<file path="config.mk">
export PLATFORM = sky130hd
export DESIGN_NAME = gpio_irq_bank
export DESIGN_NICKNAME = d
export VERILOG_FILES = /design/src/rtl/gpio_bank_pkg.sv /design/src/rtl/gpio_in_sync.sv /design/src/rtl/gpio_blink_gen.sv /design/src/rtl/gpio_irq_core.sv /design/src/rtl/gpio_irq_bank.sv
export SDC_FILE = /design/constraint.sdc
export NUM_CORES = 1
export LEC_CHECK = 0
export BUFFER_PORTS_ARGS = -buffer_cell sky130_fd_sc_hd__buf_2
export CAP_MARGIN = 20
export CORE_MARGIN = 2
export CORE_UTILIZATION = 45
export DETAILED_ROUTE_END_ITERATION = 8
export GPL_TIMING_DRIVEN = 0
export SETUP_SLACK_MARGIN = 0.05
export SLEW_MARGIN = 20
export SYNTH_ARGS = -nofsm -noshare
export SYNTH_HDL_FRONTEND = slang
export SYNTH_SLANG_ARGS = --single-unit
export TNS_END_PERCENT = 20
</file>
<file path="constraint.sdc">
create_clock -name clk -period 4.85 [get_ports clk]
set_clock_uncertainty 0.05 [all_clocks]
set_input_delay 0.2425 -clock clk [delete_from_list [all_inputs] [get_ports clk]]
set_output_delay 0.2425 -clock clk [all_outputs]
set_load 0.01 [all_outputs]
</file>
<file path="src/rtl/gpio_bank_pkg.sv">
package gpio_bank_pkg;
   localparam int MAX_PINS = 32;
   localparam int GRP_SIZE = 8;
   localparam int NUM_GRPS = MAX_PINS / GRP_SIZE;
   localparam int BUS_W    = 32;
   localparam int ADDR_W   = 5;

   // register index taken from address bits 4:2
   typedef enum logic [2:0] {
      RI_OUT   = 3'd0,
      RI_DIR   = 3'd1,
      RI_BLINK = 3'd2,
      RI_INV   = 3'd3,
      RI_DIN   = 3'd4,
      RI_CAUSE = 3'd5,
      RI_EDGEN = 3'd6,
      RI_LVLEN = 3'd7
   } reg_idx_e;
endpackage

</file>
<file path="src/rtl/gpio_in_sync.sv">
module gpio_in_sync #(
   parameter int W      = 8,
   parameter int STAGES = 2
) (
   input  logic         clk,
   input  logic         rst_n,
   input  logic [W-1:0] d,
   output logic [W-1:0] q
);
   generate
      if (STAGES == 0) begin : g_bypass
         assign q = d;
      end else begin : g_chain
         logic [W-1:0] chain_q [STAGES];
         always_ff @(posedge clk or negedge rst_n) begin
            if (!rst_n) begin
               for (int s = 0; s < STAGES; s++) chain_q[s] <= '0;
            end else begin
               chain_q[0] <= d;
               for (int s = 1; s < STAGES; s++) chain_q[s] <= chain_q[s-1];
            end
         end
         assign q = chain_q[STAGES-1];
      end
   endgenerate
endmodule

</file>
<file path="src/rtl/gpio_blink_gen.sv">
module gpio_blink_gen #(
   parameter int HALF = 1024
) (
   input  logic clk,
   input  logic rst_n,
   output logic phase
);
   generate
      if (HALF == 1) begin : g_every_cycle
         always_ff @(posedge clk or negedge rst_n) begin
            if (!rst_n) phase <= 1'b0;
            else        phase <= ~phase;
         end
      end else begin : g_counted
         localparam int CW = $clog2(HALF);
         localparam logic [CW-1:0] LAST = CW'(HALF - 1);
         logic [CW-1:0] cnt_q;
         always_ff @(posedge clk or negedge rst_n) begin
            if (!rst_n) begin
               cnt_q <= '0;
               phase <= 1'b0;
            end else if (cnt_q == LAST) begin
               cnt_q <= '0;
               phase <= ~phase;
            end else begin
               cnt_q <= cnt_q + 1'b1;
            end
         end
      end
   endgenerate
endmodule

</file>
<file path="src/rtl/gpio_irq_core.sv">
module gpio_irq_core
   import gpio_bank_pkg::*;
#(
   parameter int NPINS = 32
) (
   input  logic                clk,
   input  logic                rst_n,
   input  logic [NPINS-1:0]    din,
   input  logic                clr_en,
   input  logic [NPINS-1:0]    clr_keep,
   input  logic [NPINS-1:0]    edge_en,
   input  logic [NPINS-1:0]    lvl_en,
   output logic [NPINS-1:0]    cause_q,
   output logic [NPINS-1:0]    edge_hit,
   output logic [NUM_GRPS-1:0] irq_sum
);
   logic [NPINS-1:0]    prev_q;
   logic [NPINS-1:0]    cause_d;
   logic [NPINS-1:0]    pending;
   logic [MAX_PINS-1:0] pend_w;

   assign edge_hit = din & ~prev_q;

   always_comb begin
      cause_d = cause_q;
      if (clr_en) cause_d = cause_d & clr_keep;
      cause_d = cause_d | edge_hit;   // a new edge outranks the clear
   end

   always_ff @(posedge clk or negedge rst_n) begin
      if (!rst_n) begin
         prev_q  <= '0;
         cause_q <= '0;
      end else begin
         prev_q  <= din;
         cause_q <= cause_d;
      end
   end

   assign pending = (din & lvl_en) | (cause_q & edge_en);

   generate
      for (genvar i = 0; i < MAX_PINS; i++) begin : g_widen
         if (i < NPINS) begin : g_live
            assign pend_w[i] = pending[i];
         end else begin : g_absent
            assign pend_w[i] = 1'b0;
         end
      end
      for (genvar g = 0; g < NUM_GRPS; g++) begin : g_group
         assign irq_sum[g] = |pend_w[g*GRP_SIZE +: GRP_SIZE];
      end
   endgenerate
endmodule

</file>
<file path="src/rtl/gpio_irq_bank.sv">
module gpio_irq_bank
   import gpio_bank_pkg::*;
#(
   parameter int NPINS       = 32,
   parameter int SYNC_STAGES = 2,
   parameter int BLINK_HALF  = 1048576
) (
   input  logic                clk,
   input  logic                rst_n,
   input  logic                reg_wen,
   input  logic [ADDR_W-1:0]   reg_addr,
   input  logic [BUS_W-1:0]    reg_wdata,
   output logic [BUS_W-1:0]    reg_rdata,
   input  logic [NPINS-1:0]    pin_in,
   output logic [NPINS-1:0]    pin_out,
   output logic [NPINS-1:0]    pin_oe,
   output logic [NUM_GRPS-1:0] irq_sum
);
   generate
      if (NPINS < 1 || NPINS > MAX_PINS) begin : g_bad_npins
         $error("gpio_irq_bank: NPINS must lie in 1..32");
      end
      if (SYNC_STAGES < 0 || SYNC_STAGES > 4) begin : g_bad_sync
         $error("gpio_irq_bank: SYNC_STAGES must lie in 0..4");
      end
      if (BLINK_HALF < 1) begin : g_bad_blink
         $error("gpio_irq_bank: BLINK_HALF must be at least 1");
      end
   endgenerate

   logic [NPINS-1:0] out_q, dir_q, blink_q, inv_q, edge_en_q, lvl_en_q;
   logic [NPINS-1:0] sync_q, din, cause_q, edge_hit, wdata_n;
   logic             blink_ph, clr_en;
   reg_idx_e         idx;

   assign idx     = reg_idx_e'(reg_addr[4:2]);
   assign wdata_n = reg_wdata[NPINS-1:0];
   assign clr_en  = reg_wen && (idx == RI_CAUSE);

   wire unused_bits = ^{reg_addr[1:0], reg_wdata};

   function automatic logic [BUS_W-1:0] widen(input logic [NPINS-1:0] v);
      logic [BUS_W-1:0] r;
      r = '0;
      r[NPINS-1:0] = v;
      return r;
   endfunction

   // control registers
   always_ff @(posedge clk or negedge rst_n) begin
      if (!rst_n) begin
         out_q     <= '0;
         dir_q     <= '1;
         blink_q   <= '0;
         inv_q     <= '0;
         edge_en_q <= '0;
         lvl_en_q  <= '0;
      end else if (reg_wen) begin
         case (idx)
            RI_OUT:   out_q     <= wdata_n;
            RI_DIR:   dir_q     <= wdata_n;
            RI_BLINK: blink_q   <= wdata_n;
            RI_INV:   inv_q     <= wdata_n;
            RI_EDGEN: edge_en_q <= wdata_n;
            RI_LVLEN: lvl_en_q  <= wdata_n;
            default: ;   // input and cause handled elsewhere
         endcase
      end
   end

   gpio_in_sync #(.W(NPINS), .STAGES(SYNC_STAGES)) i_sync (
      .clk   (clk),
      .rst_n (rst_n),
      .d     (pin_in),
      .q     (sync_q)
   );

   assign din = sync_q ^ inv_q;

   gpio_blink_gen #(.HALF(BLINK_HALF)) i_blink (
      .clk   (clk),
      .rst_n (rst_n),
      .phase (blink_ph)
   );

   gpio_irq_core #(.NPINS(NPINS)) i_core (
      .clk      (clk),
      .rst_n    (rst_n),
      .din      (din),
      .clr_en   (clr_en),
      .clr_keep (wdata_n),
      .edge_en  (edge_en_q),
      .lvl_en   (lvl_en_q),
      .cause_q  (cause_q),
      .edge_hit (edge_hit),
      .irq_sum  (irq_sum)
   );

   assign pin_oe  = ~dir_q;
   assign pin_out = out_q ^ (blink_q & ~dir_q & {NPINS{blink_ph}});

   always_comb begin
      case (idx)
         RI_OUT:   reg_rdata = widen(out_q);
         RI_DIR:   reg_rdata = widen(dir_q);
         RI_BLINK: reg_rdata = widen(blink_q);
         RI_INV:   reg_rdata = widen(inv_q);
         RI_DIN:   reg_rdata = widen(din);
         RI_CAUSE: reg_rdata = widen(cause_q);
         RI_EDGEN: reg_rdata = widen(edge_en_q);
         default:  reg_rdata = widen(lvl_en_q);
      endcase
   end
endmodule

</file>
==> out/metrics.cfg, run 1 <==
[run_status]
status=finished, final reports clean

[logic_synthesis]
ys_seq_area_share_pct=57.6
synth-simple-area-share_pct=6.96
synth_cell_types=50
synth_seq_cells=341
synth_fa_ha_area_share_pct=0.0840
ys.flop_type=dfrtp_1
postSynthAreaPerCell_sq_um=12.0
yosys_warnings=0
synth-xor-area-share_pct=4.59
synth_top_family_by_area=multiplexers
synth_compound_area_share_pct=11.5
async_flop_share_pct=100
synth_edf_count=0
netlist_area_sq_mm=0.0149
netlist_instances=1241
synth_nets=1314
synthMuxAreaShare_pct=15.6

[floorplanning]
ios=172
die_h_microns=186
rows=66
fp.dieArea_sq_mm=0.0346
core_area_sq_mm=0.0325
chipWidth_microns=186
initial_utilization_pct=45.8

[clock_network]
htree_levels=2
post_cts_resized=0
cts_buffer_depth=3
cts_buffers=38
cts_tree=yes
clock-root-buffer=clkbuf_16
clock_latency_ps=520
clkTransAtPathRegs_ps=60
clkSinkCount=341

[placed_design]
io_buffer_count=168
dpl_cell_area_sq_mm=0.0164
place_ws_ps=2060
dp.cells=1854
hpwl_microns=30700
place_congestion=0.852

[cells_and_area]
fin_area_sq_mm=0.0184
final_cell_mix=dfrtp_1 (309), buf_2 (202), mux2_2 (164), o21ai_0 (108), nor2_1 (69)
drive_above_1_share_pct=31.4
fin_cells=1991
nFillCells=2848
final_common_cell=dfrtp_1
syn_to_final_growth_pct=23.4
fin_nets=1590

[critical_path]
cp.required_ps=4560
worstPathCellList=clkbuf_1 -> clkbuf_1 -> nand3_1 -> xnor2_1 -> buf_2
arrival_ps=2610
r2r-end=i_blink.phase$_DFFE_PN0N_
crit_path_start=i_blink.phase$_DFFE_PN0N_
slowest_delay_ps=720
critPathTopFamily=buffers and inverters
crit_path_frequent_cell=clkbuf_1
r2r_cells=5
crit_end=pin_out[14]
end_kind=output port
regToRegStartpoint=i_blink.g_counted.cnt_q[0]$_DFF_PN0_
critPathMaxFanout=10
rrSetupSlack_ps=2790
startpoint_type=flop
cpMaxStageDelayCell=clkbuf_1
cp.depth=5
crit_buf_inv=3
path_class=flop to output port

[timing]
period_needed_ps=2910
setup_viol=0
worst_pin_slew_ps=1030
fin_ws_ps=1940
maxSlewHeadroom_pct=31.6
fin_hold_ws_ps=151
fmax_mhz=344
report.final.hold_viol_count=0
drv_slew=0
min_period_over_period_pct=59.9
rsz0062_at_grt=false

[drt]
drc=0
via_per_inst=5.62
drt_iter0_markers=959
drt_pre_antenna_iters=5
route.vias.total=11200
drt_wl_total_microns=45900
ant_nets=0
wire_per_inst_microns=23.1

[run]
cap_violations=0

[pwr]
leakage_nw=8.03
ir_worst_vdd_mv=0.257
cellPowerDensity_mw_per_mm2=453

[global_route]
grt_start_max_net_pins=97
grt.total_usage_pct=27.0
grt-ovfl-total=0
grt_pass1_wl_microns=68600
grt_antenna_before_repair=2
grt_pass1_vias=11200

[hold_path]
min_path_type=primary input to flop

[power by group]
group | internal (mW) | switching (mW)
clock | 1.88 | 1.16
sequential | 3.37 | 0.361
combinational | 0.730 | 0.808
total | 5.98 | 2.33
[worst register-to-register path: cells and delay by family, from the launching register on]
kind / cells / cell delay (ps)
AND/OR/NAND/NOR: 3 / 930
flip-flops: 1 / 410
XOR/XNOR: 1 / 330
adder cells (fa/ha/maj): 1 / 230
[timing repair]
item / 4_1_cts / 5_1_grt
endpoints found under the hold margin: 183 / 0
hold buffers: 65 / 0
setup buffers: 0 / 0
[registers in the layout, indices dropped and copies added (netlist names)]
name                     flops
blink_q                     32
out_q                       32
i_core.cause_q              32
i_core.prev_q               32
i_blink.phase                1
dir_q                       32
edge_en_q                   32
i_sync.g_chain.chain_q      32
lvl_en_q                    32
inv_q                       32
i_blink.g_counted.cnt_q     20
i_sync.q                    32
[cell type report]
cell class              count  area [sq um]  share of cell area (%)
plain buffers              66           299                    1.63
clock buffers              58          1170                    6.37
diodes                      2          5.00                  0.0272
flip-flops and latches    341          8570                    46.7
clock inverters            12           169                   0.919
well taps                 442           553                    3.01
inverters                  67           251                    1.37
multi-input cells         767          5770                    31.4
repair buffers            236          1580                    8.62
[per-layer routing]
| layer | vias to the layer above | GRT usage, % | share of wire (%) |
|---|---|---|---|
| li1 | 4974 | - | - |
| met1 | 5667 | 37.0 | 43 |
| met2 | 444 | 42.5 | 47 |
| met3 | 99 | 5.77 | 7.0 |
| met4 | 0 | 9.42 | 3.1 |
| met5 | - | 0 | 0 |
[how the worst min path moves through the flow]
stage | depth (start not counted) | from | slack (ps) | end
4_1_cts | 3 | reg_addr[3] | 130 | out_q[31]$_DFFE_PN0P_
2_1_floorplan | 0 | rst_n | -100 | blink_q[0]$_DFFE_PN0P_
3_5_place_dp | 1 | rst_n | 270 | out_q[7]$_DFFE_PN0P_
3_3_place_gp | 0 | i_sync.g_chain.chain_q[43]$_DFF_PN0_ | 280 | i_sync.q[11]$_DFF_PN0_
5_1_grt | 3 | reg_addr[3] | 150 | out_q[31]$_DFFE_PN0P_
6_report | 3 | reg_addr[3] | 150 | out_q[31]$_DFFE_PN0P_
[through the flow]
step,util [%],setup TNS [ps],total power [mW]
2_1_floorplan,-,0,4.61
5_1_grt,56.5,0,8.69
4_1_cts,56.5,0,8.36
3_3_place_gp,50.1,-1009480,5.21
6_report,56.5,0,8.32
3_5_place_dp,50.3,0,5.26
[logic make-up (layout without fill, tap and decap cells)]
| kind of cell | count (synthesis) | after routing |
|---|---|---|
| flops | 341 | 341 |
| compound gates | 272 | 272 |
| simple gates | 216 | 216 |
| mux | 200 | 200 |
| buf+inv | 133 | 439 |
| xor+xnor | 78 | 78 |
| fa+ha+maj | 1 | 1 |
| other cells | 0 | 2 |
[Yosys cell counts (6+ instances only)]
cell	count	share of area, %
nor2b_1	6	0.25
inv_1	67	1.7
dfrtp_1	309	52
o21ai_0	108	3.6
nor2_1	69	1.7
buf_2	35	1.2
o211ai_1	10	0.50
clkbuf_1	26	0.66
mux2_2	164	12
and3_1	7	0.29
mux2i_1	18	1.2
mux4_2	8	1.2
xnor2_1	59	3.5
nand2_1	55	1.4
a221oi_1	12	0.71
a21oi_1	45	1.5
a22oi_1	20	1.0
a31oi_1	11	0.46
nand3_1	48	1.6
a22o_1	24	1.4
o221ai_1	21	1.2
mux2_1	10	0.76
dfstp_2	32	5.6
xor2_1	19	1.1
Note: power is estimated with default switching activity, not from simulation.
==> inputs of run 2 (changes only) <==
clock period = 2.9 ns   (was 4.85 ns; I/O delays follow)
==> run 2 against run 1 <==
Effect of this change: global-route usage is the same; flip-flop and latch count unchanged; clock-buffer cell count unchanged; critical endpoint unchanged; highest routed layer unchanged.
==> out/metrics.cfg, run 2 (synthesis results as in run 1) <==
[critical_path]
path_class=flop to output port
startpoint_type=flop
arrival_ps=2620
cpMaxStageDelayCell=clkbuf_1
slowest_delay_ps=740
end_kind=output port
cp.required_ps=2710
worstPathCellList=clkbuf_1 -> clkbuf_1 -> nand3_1 -> xnor2_1 -> buf_2
crit_buf_inv=3
crit_path_frequent_cell=clkbuf_1
rrSetupSlack_ps=840
regToRegStartpoint=i_blink.g_counted.cnt_q[0]$_DFF_PN0_
critPathMaxFanout=10
critPathTopFamily=buffers and inverters
r2r-end=i_blink.phase$_DFFE_PN0N_
r2r_cells=5

[clock_network]
cts_buffers=38
cts_tree=yes
clkSinkCount=341
clock_latency_ps=520
htree_levels=2
clock-root-buffer=clkbuf_16
clkTransAtPathRegs_ps=60
cts_buffer_depth=3

[drt]
drc=0
drt_pre_antenna_iters=5
wire_per_inst_microns=23.1
via_per_inst=5.62
ant_nets=0
drt_iter0_markers=944
drt_wl_total_microns=46000
route.vias.total=11200

[cells_and_area]
final_cell_mix=dfrtp_1 (309), buf_2 (202), mux2_2 (164), o21ai_0 (108), nor2_1 (69)
regArea_sq_mm=0.00857
final_common_cell=dfrtp_1
drive_above_1_share_pct=31.4
final_util_pct=56.5
nFillCells=2847
multi_input_area_sq_mm=0.00577
syn_to_final_growth_pct=23.4
fin_cells=1991
fin_nets=1590

[timing]
maxSlewHeadroom_pct=32.0
fin_ws_ps=82.2
fmax_mhz=355
rsz0062_at_grt=true
drv_slew=0
worst_pin_slew_ps=1020
period_needed_ps=2820
report.final.hold_viol_count=0
min_period_over_period_pct=97.2
setup_viol=0

[placed_design]
dp.cells=1854
place_ws_ps=304
io_buffer_count=168
place_congestion=0.852
hpwl_microns=30700

[pwr]
power_mw=13.9
p_comb_share_pct=18.5
swShare_pct=28.0
p_switching_mw=3.90
seq_power_share_pct=44.9
cellPowerDensity_mw_per_mm2=757
ir_worst_vdd_mv=0.430
power_frac_clock_pct=36.6
power.internal_mw=10.0
leakage_nw=8.03

[global_route]
grt_pass1_wl_microns=68600
grt_pass1_vias=11200
grt.total_usage_pct=27.0
grt_antenna_before_repair=2
grt-ovfl-total=0
grt_start_max_net_pins=97

[floorplanning]
fp.dieArea_sq_mm=0.0346
initial_utilization_pct=45.8
core_area_sq_mm=0.0325
ios=172
rows=66
die_h_microns=186
chipWidth_microns=186

[hold_path]
min-delay-start=reg_addr[3]
min_path_type=primary input to flop
hold_depth=3
min_to=out_q[31]$_DFFE_PN0P_

[run_status]
status=finished, final reports clean

[run]
cap_violations=0

## run 2: cell types whose count changed in the layout (fill, tap and decap cells not counted)
cell and delta:
clkbuf_1 -1, clkbuf_2 +1
## run 2: layout make-up
| type | count | area share, % |
|---|---|---|
| plain buffers | 66 | 1.63 |
| repair buffers | 236 | 8.62 |
| multi-input cells | 767 | 31.4 |
| well taps | 442 | 3.01 |
| flip-flops and latches | 341 | 46.7 |
| diodes | 2 | 0.0272 |
| clock buffers | 58 | 6.37 |
| clock inverters | 12 | 0.919 |
| inverters | 67 | 1.37 |
## run 2: repair_timing
item | in CTS | in global routing
hold buffers | 65 | 0
setup endpoints to repair | 0 | 6
buffers inserted | 0 | 0
gates resized for setup | 0 | 3
hold endpoints to repair | 337 | 0
## run 2: power groups by stage
stage	Clock [mW]	Combinational (mW)	Sequential (mW)
after floorplan	0	1.60	6.10
after detailed placement	0	2.49	6.31
after CTS	5.17	2.57	6.23
after global placement	0	2.43	6.29
after global routing	5.39	2.80	6.34
final	5.09	2.57	6.25
## run 2: per-stage QoR
stage / TNS, ps / area (sq um) / hold slack (ps)
6_report: 0 / 18400 / 61.7
5_1_grt: 0 / 18400 / 55.5
4_1_cts: 0 / 18400 / 30.8
3_5_place_dp: 0 / 16400 / 174
3_3_place_gp: -1641180 / 16300 / 202
2_1_floorplan: 0 / 14900 / -201
## run 2: worst max path at each step
stage	to	start	depth (start not counted)
after floorplan	i_blink.phase$_DFFE_PN0N_	i_blink.g_counted.cnt_q[0]$_DFF_PN0_	5
after global routing	pin_out[15]	i_blink.phase$_DFFE_PN0N_	5
after global placement	i_blink.g_counted.cnt_q[9]$_DFF_PN0_	rst_n	1
final	pin_out[14]	i_blink.phase$_DFFE_PN0N_	5
after CTS	pin_out[12]	i_blink.phase$_DFFE_PN0N_	5
after detailed placement	reg_rdata[19]	reg_addr[2]	7
## run 2: worst register-to-register path, cell delays in order (launching register included)
cell and delay [ps]:
dfrtp_1 410, ha_1 230, and3_1 320, nand4_4 180, nor2_2 430, xor2_1 330
## run 2: per-layer routing
metal | vias up | GRT usage (%) | routed length (microns)
met5 | - | 0 | 0
met4 | 0 | 9.42 | 1480
met3 | 101 | 5.77 | 3330
met2 | 445 | 42.5 | 21300
met1 | 5664 | 37.0 | 19800
li1 | 4974 | - | -
